File: config.mk
export PLATFORM = sky130hd
export DESIGN_NAME = i2c_wake_rx
export DESIGN_NICKNAME = d
export VERILOG_FILES = /design/src/rtl/i2cw_pkg.sv /design/src/rtl/i2cw_edge.sv /design/src/rtl/i2cw_shift.sv /design/src/rtl/i2cw_irq.sv /design/src/rtl/i2c_wake_rx.sv
export SDC_FILE = /design/constraint.sdc
export NUM_CORES = 1
export LEC_CHECK = 0
export BUFFER_PORTS_ARGS = -buffer_cell sky130_fd_sc_hd__buf_2
export CORE_ASPECT_RATIO = 0.9
export CORE_MARGIN = 5
export CORE_UTILIZATION = 59
export CTS_BUF_LIST = sky130_fd_sc_hd__clkbuf_8
export DETAILED_ROUTE_END_ITERATION = 8
export GPL_ROUTABILITY_DRIVEN = 0
export PLACE_DENSITY = 0.94
export SYNTH_ARGS = -nofsm -noshare
export SYNTH_HDL_FRONTEND = slang
export SYNTH_SLANG_ARGS = --single-unit
File: constraint.sdc
create_clock -name clk -period 2.6 [get_ports clk]
set_input_delay 0.78 -clock clk [delete_from_list [all_inputs] [get_ports clk]]
set_output_delay 0.78 -clock clk [all_outputs]
set_load 0.005 [all_outputs]
File: src/rtl/i2cw_pkg.sv
package i2cw_pkg;
  typedef enum logic [2:0] {
    ST_IDLE  = 3'd0,
    ST_ARMED = 3'd1,
    ST_SHIFT = 3'd2,
    ST_ACK   = 3'd3,
    ST_HOLD  = 3'd4
  } wake_state_t;

  // Shift one bit in at the LSB end; the first bit received ends up at the MSB.
  function automatic logic [7:0] shift_msb_first(input logic [7:0] cur, input logic b);
    return {cur[6:0], b};
  endfunction

  // Interrupts fire on the SCL fall that ends either the last data bit or the ACK clock.
  function automatic logic fire_ready(input logic ack_en, input logic ack_clock_seen);
    return !ack_en || ack_clock_seen;
  endfunction
endpackage

File: src/rtl/i2cw_edge.sv
module i2cw_edge (
  input  logic clk,
  input  logic rst_n,
  input  logic scl_i,
  input  logic sda_i,
  output logic scl_rise,
  output logic scl_fall,
  output logic start_evt,
  output logic stop_evt
);
  logic scl_q, sda_q;

  always_ff @(posedge clk or negedge rst_n) begin
    if (!rst_n) begin
      scl_q <= 1'b1;
      sda_q <= 1'b1;
    end else begin
      scl_q <= scl_i;
      sda_q <= sda_i;
    end
  end

  assign scl_rise  = !scl_q && scl_i;
  assign scl_fall  = scl_q && !scl_i;
  assign start_evt = scl_q && scl_i && sda_q && !sda_i;
  assign stop_evt  = scl_q && scl_i && !sda_q && sda_i;
endmodule

File: src/rtl/i2cw_shift.sv
module i2cw_shift #(
  parameter int W = 8
) (
  input  logic         clk,
  input  logic         rst_n,
  input  logic         clear,
  input  logic         shift_en,
  input  logic         bit_in,
  output logic [W-1:0] data,
  output logic         full
);
  localparam int CW = $clog2(W + 1);
  logic [CW-1:0] cnt;

  always_ff @(posedge clk or negedge rst_n) begin
    if (!rst_n) begin
      data <= '0;
      cnt  <= '0;
    end else if (clear) begin
      data <= '0;
      cnt  <= '0;
    end else if (shift_en && !full) begin
      data <= {data[W-2:0], bit_in};
      cnt  <= cnt + 1'b1;
    end
  end

  assign full = (cnt == CW'(W));


  counter_bound_chk: assert property (@(posedge clk) disable iff (!rst_n)
    full |=> (full || $past(clear)));
endmodule

File: src/rtl/i2cw_irq.sv
module i2cw_irq #(
  parameter int N = 2
) (
  input  logic         clk,
  input  logic         rst_n,
  input  logic [N-1:0] set,
  input  logic [N-1:0] clr,
  output logic [N-1:0] req
);
  for (genvar i = 0; i < N; i++) begin : g_bit
    always_ff @(posedge clk or negedge rst_n) begin
      if (!rst_n)      req[i] <= 1'b0;
      else if (set[i]) req[i] <= 1'b1;
      else if (clr[i]) req[i] <= 1'b0;
    end


    w1c_clear_chk: assert property (@(posedge clk) disable iff (!rst_n)
      (clr[i] && !set[i]) |=> !req[i]);

    set_wins_chk: assert property (@(posedge clk) disable iff (!rst_n)
      set[i] |=> req[i]);
  end
endmodule

File: src/rtl/i2c_wake_rx.sv
module i2c_wake_rx
  import i2cw_pkg::*;
#(
  parameter int ADDR_W = 8
) (
  input  logic              clk,
  input  logic              rst_n,
  input  logic              scl_i,
  input  logic              sda_i,
  input  logic              wake_en,
  input  logic              ack_clk_en,
  input  logic              start_ok,
  input  logic              hold_release,
  input  logic              clr_pin_irq,
  input  logic              clr_bus_irq,
  output logic              osc_req,
  output logic [ADDR_W-1:0] addr_o,
  output logic              pin_irq,
  output logic              bus_irq,
  output logic              scl_hold
);
  wake_state_t       state;
  logic              scl_rise, scl_fall, start_evt, stop_evt;
  logic              ack_seen;
  logic [ADDR_W-1:0] shift_data;
  logic              shift_full;
  logic              fire_evt, bad_start_evt, shift_en, shift_clr;
  logic [1:0]        irq_set, irq_clr, irq_req;

  i2cw_edge u_edge (
    .clk(clk), .rst_n(rst_n), .scl_i(scl_i), .sda_i(sda_i),
    .scl_rise(scl_rise), .scl_fall(scl_fall),
    .start_evt(start_evt), .stop_evt(stop_evt)
  );

  assign shift_en  = (state == ST_SHIFT) && scl_rise;
  assign shift_clr = (state == ST_ARMED);

  i2cw_shift #(.W(ADDR_W)) u_shift (
    .clk(clk), .rst_n(rst_n), .clear(shift_clr), .shift_en(shift_en),
    .bit_in(sda_i), .data(shift_data), .full(shift_full)
  );

  assign fire_evt      = (state == ST_ACK) && scl_fall && fire_ready(ack_clk_en, ack_seen);
  assign bad_start_evt = (state == ST_ARMED) && scl_fall && !start_ok;

  assign irq_set = {fire_evt, fire_evt || bad_start_evt};
  assign irq_clr = {clr_bus_irq, clr_pin_irq};

  i2cw_irq #(.N(2)) u_irq (
    .clk(clk), .rst_n(rst_n), .set(irq_set), .clr(irq_clr), .req(irq_req)
  );

  assign pin_irq  = irq_req[0];
  assign bus_irq  = irq_req[1];
  assign scl_hold = (state == ST_HOLD);

  always_ff @(posedge clk or negedge rst_n) begin
    if (!rst_n) begin
      state    <= ST_IDLE;
      osc_req  <= 1'b0;
      ack_seen <= 1'b0;
      addr_o   <= '0;
    end else begin
      case (state)
        ST_IDLE: if (wake_en && start_evt) begin
          state   <= ST_ARMED;
          osc_req <= 1'b1;
        end
        ST_ARMED: begin
          if (stop_evt) begin
            state   <= ST_IDLE;
            osc_req <= 1'b0;
          end else if (scl_fall) begin
            if (start_ok) state <= ST_SHIFT;
            else begin
              state   <= ST_IDLE;
              osc_req <= 1'b0;
            end
          end
        end
        ST_SHIFT: begin
          if (stop_evt) begin
            state   <= ST_IDLE;
            osc_req <= 1'b0;
          end else if (shift_full) begin
            state    <= ST_ACK;
            ack_seen <= 1'b0;
          end
        end
        ST_ACK: begin
          if (scl_rise) ack_seen <= 1'b1;
          if (fire_evt) begin
            state  <= ST_HOLD;
            addr_o <= shift_data;
          end
        end
        ST_HOLD: if (hold_release) begin
          state   <= ST_IDLE;
          osc_req <= 1'b0;
        end
        default: state <= ST_IDLE;
      endcase
    end
  end


  disabled_idle_chk: assert property (@(posedge clk) disable iff (!rst_n)
    (state == ST_IDLE && !wake_en) |=> (state == ST_IDLE && !osc_req));

  irq_pair_chk: assert property (@(posedge clk) disable iff (!rst_n)
    fire_evt |=> (pin_irq && bus_irq && scl_hold));

  hold_needs_osc_chk: assert property (@(posedge clk) disable iff (!rst_n)
    scl_hold |-> osc_req);

  release_chk: assert property (@(posedge clk) disable iff (!rst_n)
    (scl_hold && hold_release) |=> (!scl_hold && !osc_req));

  stop_abort_chk: assert property (@(posedge clk) disable iff (!rst_n)
    (state == ST_SHIFT && stop_evt && !bus_irq) |=> (!bus_irq && !osc_req));

  bad_start_chk: assert property (@(posedge clk) disable iff (!rst_n)
    bad_start_evt |=> (pin_irq && $stable(addr_o) && !osc_req));
endmodule

Word level (Yosys, flattened, before mapping)
Cells that the tools add are included.

word-level totals
  register bits = 29
  word-level logic and storage cells = 87
  input bits = 10
  output and inout port bits = 12

cells by class
  $add $sub $neg = 1
  reductions and logical operators = 33
  equal/unequal tests = 15
  muxes and demuxes = 28

operators by type and width
  kind                   count
  $mux W3                7
  $mux W8                2
  $pmux W3 S5            1
  $logic_and A1 B1 Y1    14
  $mux W1                13
  $ne A2 B2 Y1 const B   6
  $mux W4                2
  $reduce_bool A2 Y1     4
  $logic_not A1 Y1       7
  $eq A3 B2 Y1 const B   2
  $ne A3 B3 Y1 const B   2
  $reduce_and A6 Y1      1
  $reduce_and A5 Y1      1
  $add A4 B1 Y4 const B  1
  $eq A4 B4 Y1 const B   1
  $pmux W1 S4            1
  $reduce_and A4 Y1      1
  $reduce_bool A4 Y1     1
  $eq A3 B1 Y1 const B   1
  $eq A3 B3 Y1 const B   1
  $logic_not A3 Y1       1
  $ne A3 B2 Y1 const B   1
  $logic_or A1 B1 Y1     2
  $mux W2                1
  other kinds (3)        3

Logic depth before layout (Yosys ltp)
Gate-level depths: netlist of the first run.

  depth in word-level cells = 6
  mapped depth = 7
  gate-level depth less buffers = 7

Hierarchy
From an unflattened synthesis of the first run, not the netlist that was laid out.

unflattened totals
  cell total of the unflattened synthesis = 128
  area, all modules = 1,480.2 um2

by module, submodules not included
  module       area each (um2)  sequential area each (um2)  cells an instance  instances
  i2c_wake_rx  721.9            325.3                       64                 1
  i2cw_shift   600.6            300.3                       52                 1
  i2cw_edge    85.1             52.6                        6                  1
  i2cw_irq     72.6             50.0                        6                  1

Worst setup path after synthesis of the first run
OpenSTA, ideal clock, no wires.

  path type = input -> register
  start point = input port scl_i
  end point = register addr_o[0]
  library setup time = 0.125 ns
  required time = 2.475 ns
  arrival time = 1.776 ns
  slack = 0.699 ns
  buffers on the path = 1
  cell stages on the path = 4
  path through = nand2b_1 nor4_2 buf_4 mux2_2

on the way
  word-level cells in the longest chain between the ends = 5

ends and longest elaborated chain
  what                                line               RTL
  start, declared                     i2c_wake_rx.sv:8   input logic scl_i,
  $logic_not A1 Y1                    i2cw_edge.sv:24    assign scl_fall = scl_q && !scl_i;
  $logic_and A1 B1 Y1                 i2cw_edge.sv:24
  $logic_and A1 B1 Y1 (2 in a row)    i2c_wake_rx.sv:44  assign fire_evt = (state == ST_ACK) && scl_fall && fire_ready(ack_clk_en, ack_seen);
  $reduce_and A2 Y1 (no source line)  -
  end signal, assigned                i2c_wake_rx.sv:95  addr_o <= shift_data;
  end, declared                       i2c_wake_rx.sv:17  output logic [ADDR_W-1:0] addr_o,

No other way between the ends.
A chain may end at the register's enable or synchronous reset.

Worst setup path in the final report of the first run
  start point = register u_shift.cnt[0]
  end point = register u_shift.cnt[3]

on the way
  word-level cells in the longest chain between the ends = 4
  elaborated cells on any way between the ends = 7
  classes of those cells = add/sub: 1; eq/ne: 1; mux: 2; reduce/logical: 3

ends and longest elaborated chain
  what                                                   line              RTL
  start, declared                                        i2cw_shift.sv:13  logic [CW-1:0] cnt;
  start signal, assigned                                 i2cw_shift.sv:24  cnt <= cnt + 1'b1;
  branches (longest 4 deep; another with $add A4 B1 Y4)  -

Several ways; the timed one is not identified. The select of a mux whose other input is x is not followed.

==> results of run 1 <==
==> registers in the layout (all words and copies together), names as in the netlist <==
signal,count
addr_o,8
u_shift.data,8
u_shift.cnt,4
state,3
u_irq.req,2
ack_seen,1
osc_req,1
u_edge.scl_q,1
u_edge.sda_q,1
==> power groups by stage <==
stage / Clock (mW) / Sequential, mW / Combinational [mW]
4_1_cts: 0.350 / 0.622 / 0.394
3_3_place_gp: 0 / 0.621 / 0.368
6_report: 0.345 / 0.623 / 0.389
2_1_floorplan: 0 / 0.594 / 0.305
5_1_grt: 0.380 / 0.636 / 0.447
3_5_place_dp: 0 / 0.629 / 0.392
==> per-stage QoR <==
step	util	std cells	total power [mW]
2_1_floorplan	-	116	0.8982
5_1_grt	0.7162	170	1.463
3_3_place_gp	0.6783	162	0.9892
3_5_place_dp	0.6783	162	1.021
4_1_cts	0.7162	170	1.366
6_report	0.7162	170	1.357
==> metal layers <==
layer	vias to the layer above	global-route usage
li1	452	-
met1	465	0.2358
met4	0	0.09907
met5	-	0
met3	9	0.07226
met2	24	0.2793
==> logic make-up (layout without fill, tap and decap cells) <==
family,after synthesis,count (layout),share of synthesized area
simple gates,36,36,0.1654
flops,29,29,0.5379
compound gates,18,18,0.08319
mux,17,17,0.1331
buf+inv,11,38,0.04250
xor+xnor,3,3,0.01941
fa+ha+maj,2,2,0.01848
==> cell type report <==
cell class | instances | area (um2) | area share
timing repair buffer | 24 | 127.6 | 0.08167
clock inverter | 3 | 13.76 | 0.008807
tap | 27 | 33.78 | 0.02162
clock buffer | 5 | 68.82 | 0.04404
sequential | 29 | 728.2 | 0.4660
inverter | 6 | 22.52 | 0.01441
multi-input combinational | 76 | 568.0 | 0.3635
==> worst register-to-register path, delay by kind of cell, from the launching register on <==
kind / cells / cell delay [ps]
XOR/XNOR: 1 / 170
adder cells (fa/ha/maj): 1 / 180
buffers and inverters: 2 / 340
flip-flops: 1 / 420
AND/OR/NAND/NOR: 4 / 820
==> worst max-delay path by stage <==
| stage | start | to | slack (ps) | depth (start not counted) |
|---|---|---|---|---|
| 2_1_floorplan | scl_i | addr_o[0] | 700 | 4 |
| 3_3_place_gp | scl_i | addr_o[0] | 570 | 5 |
| 3_5_place_dp | scl_i | u_shift.cnt[3] | 490 | 7 |
| 4_1_cts | u_shift.cnt[0] | u_shift.cnt[3] | 550 | 8 |
| 5_1_grt | state[0] | scl_hold | 420 | 2 |
| 6_report | u_shift.cnt[0] | u_shift.cnt[3] | 550 | 8 |
==> layout by cell type (no fill, tap or decap) <==
| master | netlist | routed |
|---|---|---|
| dfrtp_1 | 27 | 27 |
| buf_2 | 1 | 21 |
| nor2_1 | 14 | 14 |
| mux2i_1 | 9 | 9 |
| o21ai_0 | 8 | 8 |
| mux2_2 | 8 | 8 |
| inv_1 | 6 | 7 |
| clkbuf_8 | 0 | 5 |
| nand2b_1 | 4 | 4 |
| nand3_1 | 3 | 3 |
| a21oi_1 | 3 | 3 |
| buf_4 | 2 | 3 |
| nand2_1 | 2 | 2 |
| nand4_1 | 2 | 2 |
| o41ai_1 | 2 | 2 |
| xor2_1 | 2 | 2 |
| ha_1 | 2 | 2 |
| clkinv_2 | 0 | 2 |
| dfstp_2 | 2 | 2 |
| nor3b_1 | 1 | 1 |
| nor2b_1 | 1 | 1 |
| nand2b_4 | 1 | 1 |
| nor4_2 | 1 | 1 |
| a21o_1 | 1 | 1 |
| and3b_1 | 1 | 1 |
| nand4b_1 | 1 | 1 |
| o21a_1 | 1 | 1 |
| o22a_1 | 1 | 1 |
| nor3_1 | 1 | 1 |
| nor3b_2 | 1 | 1 |
| or3b_1 | 1 | 1 |
| nor4_4 | 1 | 1 |
| xnor2_1 | 1 | 1 |
| nor2_2 | 1 | 1 |
| a211oi_1 | 1 | 1 |
| a31o_1 | 1 | 1 |
==> results.yml, run 1 <==
logic_synthesis:
  synth.distinct_cells: 36
  syn-num-nets: 128
  synth_warnings: 0
  synth_common_cells: "dfrtp_1 (27), nor2_1 (14), mux2i_1 (9), mux2_2 (8), o21ai_0 (8)"
  synth-async-reset-ratio: 1.000
  synth_seq_cells: 29
  synth_top_area_cell: "dfrtp_1"
  synth_edf_count: 0
  synth_area_um2: 1354
  syn_area_per_cell_um2: 11.67
  ys_seq_area_frac: 0.5379
  ys.flop_type: "dfrtp_1"
  netlist_instances: 116
  synth_most_common_cell: "dfrtp_1"
  yosys.area.top_type_share: 0.4991
  synth.area.top_cells: "dfrtp_1 (50%), mux2i_1 (6.7%), mux2_2 (6.7%)"
power:
  vdd.ir_drop.worst_v: 0.0006378
  clkPwrFrac: 0.254
  switching_share: 0.3456
  p_int_mw: 0.8877
  power_density_nw_per_um2: 868.1
  power_frac_seq: 0.459
  p_comb_frac: 0.287
  power_switching_mw: 0.4688
  leakagePower_nw: 0.7849
clock_network:
  cts_tree: "built"
  htree_levels: 2
  root_buffer: "clkbuf_8"
  clk_latency_ps: 280
  clock-sinks: 29
  post_cts_resized: 0
  clk_pin_slew_ps: 60
  cts_hold_buf: 0
  clockBufferDepth: 2
  postCtsSetupBuffers: 0
  numCtsBuffers: 5
global_route:
  grt_pass1_wl_um: 4629
  track_usage: 0.1891
  antenna_found_initial: 0
  overflow: 0
  grt_pass1_vias: 995
  grt_max_degree: 30
setup_path:
  cp_cell_sequence: "inv_1 -> ha_1 -> and3b_1 -> nor4_4 -> buf_4 -> nand4_1 -> xor2_1 -> nor2_1"
  crit_type: "reg2reg"
  crit_buf_inv: 2
  reg2reg_from: "u_shift.cnt[0]"
  r2r_slack_ps: 550
  startpoint_type: "flop"
  required_ps: 2760
  worst_r2r_path_depth: 8
  cp_max_fo: 9
  r2r_end: "u_shift.cnt[3]"
  end_kind: "flop"
  crit_family: "simple AND/OR/NAND/NOR gates"
  cpMaxStageDelayCell: "dfrtp_1"
  max_stage_delay_ps: 420
  cp_data_arrival_time_ps: 2210
detailed_routing:
  dr_total_vias: 950
  drc: 0
  first_iter_violations: 44
  wl_met1_um: 1103
  avgViaCountPerCell: 5.588
  wirelength_um: 2711
  wl_met3_um: 143
  drtAntennaViolNets: 0
  routed-wl-met2_um: 1398
  drt_pre_antenna_iters: 4
  routedWlPerCell_um: 15.95
  top_layer: "met4"
sta:
  period_share: 0.7869
  final.min_clock_period_ps: 2046
  fin_skew_ps: 6.521
  rsz0062_at_grt: "false"
  max_freq_mhz: 488.8
  drv_slew: 0
  setup_violations: 0
  tightestPinTransition_ps: 614.5
  finalWorstSetupSlack_ps: 554.2
  slew_headroom: 0.5903
  hold_slack_ps: 494.5
  finalHoldViolations: 0
  fin_setup_tns_ps: 0
floorplan:
  pin_count: 22
  rows: 16
  chipHeight_um: 55.45
  die_area_um2: 3354
  die_x_um: 60.49
  core_area_um2: 2182
  start_util: 0.6204
final_layout:
  diodes: 0
  fill_cells: 165
  syn_to_final_growth_pct: 15.43
  drive_gt1_frac: 0.3217
  finalNetCount: 154
  postLayoutCellArea_um2: 1563
hold_path:
  hold_path_end: "u_irq.req[1]"
  hold_path.startpoint: "u_irq.req[1]"
  worstHoldPathType: "reg2reg"
  hold_depth: 1
placement:
  place_ws_ps: 492.0
  hpwlAfterDp_um: 1946
  port_buffers: 21
  placed_area_um2: 1480
job:
  drv_cap: 0
run_status:
  status: "completed"
No activity file was read; power rests on OpenSTA's default activity.
==> run 2, diff against run 1 <==
--- a/config.mk
+++ b/config.mk
@@ -8,11 +8,11 @@
 export BUFFER_PORTS_ARGS = -buffer_cell sky130_fd_sc_hd__buf_2
 export CORE_ASPECT_RATIO = 0.9
 export CORE_MARGIN = 5
-export CORE_UTILIZATION = 59
+export CORE_UTILIZATION = 57
 export CTS_BUF_LIST = sky130_fd_sc_hd__clkbuf_8
 export DETAILED_ROUTE_END_ITERATION = 8
 export GPL_ROUTABILITY_DRIVEN = 0
-export PLACE_DENSITY = 0.94
+export PLACE_DENSITY = 0.91
 export SYNTH_ARGS = -nofsm -noshare
 export SYNTH_HDL_FRONTEND = slang
 export SYNTH_SLANG_ARGS = --single-unit
==> constraint.sdc (replaced) <==
create_clock -name clk -period 2 [get_ports clk]
set_input_delay 0.6 -clock clk [delete_from_list [all_inputs] [get_ports clk]]
set_output_delay 0.6 -clock clk [all_outputs]
set_load 0.005 [all_outputs]
==> run 2 against run 1 <==
Against the previous run: clock skew rose by 1.6 ps; wire length down 1.2%; sequential cell count is the same; critical endpoint is now u_shift.data[1]; highest routed layer unchanged.
==> results.yml, run 2 (synthesized netlist as in run 1, its figures left out) <==
floorplan:
  die_x_um: 61.37
  pin_count: 22
  start_util: 0.6092
  chipHeight_um: 56.24
  die_area_um2: 3451
  rows: 16
  core_area_um2: 2222
sta:
  final.min_clock_period_ps: 1819
  fin_skew_ps: 8.170
  drv_slew: 0
  max_freq_mhz: 549.7
  hold_slack_ps: 331.3
  setup_violations: 0
  slew_headroom: 0.5932
  rsz0062_at_grt: "false"
  tightestPinTransition_ps: 610.2
  finalHoldViolations: 0
  fin_setup_tns_ps: 0
  period_share: 0.9097
power:
  power_frac_seq: 0.454
  p_comb_frac: 0.289
  power_switching_mw: 0.6318
  p_int_mw: 1.168
  leakagePower_nw: 0.7886
  vdd.ir_drop.worst_v: 0.0009024
  clkPwrFrac: 0.257
  power_density_nw_per_um2: 1131
  switching_share: 0.3510
detailed_routing:
  drc: 0
  avgViaCountPerCell: 5.561
  dr_total_vias: 951
  routedWlPerCell_um: 15.67
  drtAntennaViolNets: 0
  wirelength_um: 2679
  drt_pre_antenna_iters: 4
  first_iter_violations: 59
global_route:
  grt_max_degree: 30
  antenna_found_initial: 0
  grt_pass1_wl_um: 4629
  track_usage: 0.1796
  grt_pass1_vias: 1031
  overflow: 0
setup_path:
  worst_r2r_path_depth: 7
  end_kind: "flop"
  r2r_end: "u_shift.data[1]"
  required_ps: 2170
  cp_max_fo: 10
  crit_type: "reg2reg"
  reg2reg_from: "u_shift.cnt[0]"
  startpoint_type: "flop"
  cp_data_arrival_time_ps: 1990
  r2r_slack_ps: 180
clock_network:
  cts_tree: "built"
  clock-sinks: 29
  clk_latency_ps: 280
  post_cts_resized: 0
  clk_pin_slew_ps: 60
  cts_hold_buf: 0
  htree_levels: 2
  numCtsBuffers: 5
  root_buffer: "clkbuf_8"
  postCtsSetupBuffers: 0
  clockBufferDepth: 2
final_layout:
  top_regs: "addr_o x8, u_shift.data x8, u_shift.cnt x4"
  diodes: 0
  drive_gt1_frac: 0.3403
  fill_cells: 167
  syn_to_final_growth_pct: 17.56
  final_common_cell: "dfrtp_1"
  multi_input_area_um2: 573.1
  finalNetCount: 155
  final-seq-area_um2: 728.2
  final_cell_mix: "dfrtp_1 (27), buf_2 (21), nor2_1 (14), mux2i_1 (9)"
placement:
  hpwlAfterDp_um: 1906
  port_buffers: 21
hold_path:
  worstHoldPathType: "in2async"
job:
  drv_cap: 0
run_status:
  status: "completed"
## run 2: cell count changes in the layout (fill, tap and decap cells not counted), sizes merged
cell	delta
buf	+1
clkinvlp	+1
inv	-1
## run 2: per-layer routing
metal	track usage	wire length (um)	up-vias
li1	-	-	457
met1	0.2160	1115	471
met2	0.2976	1416	21
met3	0.06032	130	2
met4	0.05455	17	0
met5	0	0	-
## run 2: metrics by stage
stage / area [um2] / worst slack (ps) / total power, mW / std cells / util
2_1_floorplan: 1354 / 279.0 / 1.168 / 116 / -
3_3_place_gp: 1500 / 146.9 / 1.299 / 163 / 0.6751
3_5_place_dp: 1500 / 98.90 / 1.337 / 163 / 0.6751
4_1_cts: 1587 / 116.8 / 1.807 / 171 / 0.7140
5_1_grt: 1592 / 54.43 / 1.918 / 171 / 0.7162
6_report: 1592 / 180.7 / 1.800 / 171 / 0.7162
## run 2: how the worst max path moves through the flow
stage,startpoint,to,slack (ps),cells after the start
after global routing,u_shift.cnt[0],state[0],50,7
after global placement,scl_i,addr_o[2],150,5
final,u_shift.cnt[0],u_shift.data[1],180,7
after CTS,state[0],scl_hold,120,2
after floorplan,scl_i,addr_o[0],280,4
after detailed placement,scl_i,addr_o[0],100,5
## run 2: area by class of cell
class / count / share of cell area
multi-input combinational: 76 / 0.3601
clock buffer: 5 / 0.04324
tap: 27 / 0.02123
timing repair buffer: 25 / 0.09277
clock inverter: 3 / 0.01101
sequential: 29 / 0.4575
inverter: 6 / 0.01415
## run 2: power groups by stage
stage / registers, mW / clock network, mW / logic, mW
final: 0.818 / 0.462 / 0.520
after global routing: 0.832 / 0.502 / 0.585
after CTS: 0.813 / 0.467 / 0.527
after detailed placement: 0.820 / 0 / 0.517
after global placement: 0.809 / 0 / 0.491
after floorplan: 0.772 / 0 / 0.396
## run 2: worst max-delay path: stages, from the launching register on
cell and delay (ps):
dfrtp_1 410, inv_1 70, ha_1 200, and3b_1 220
nor4_4 360, buf_12 190, mux2i_1 200, nor2_1 50
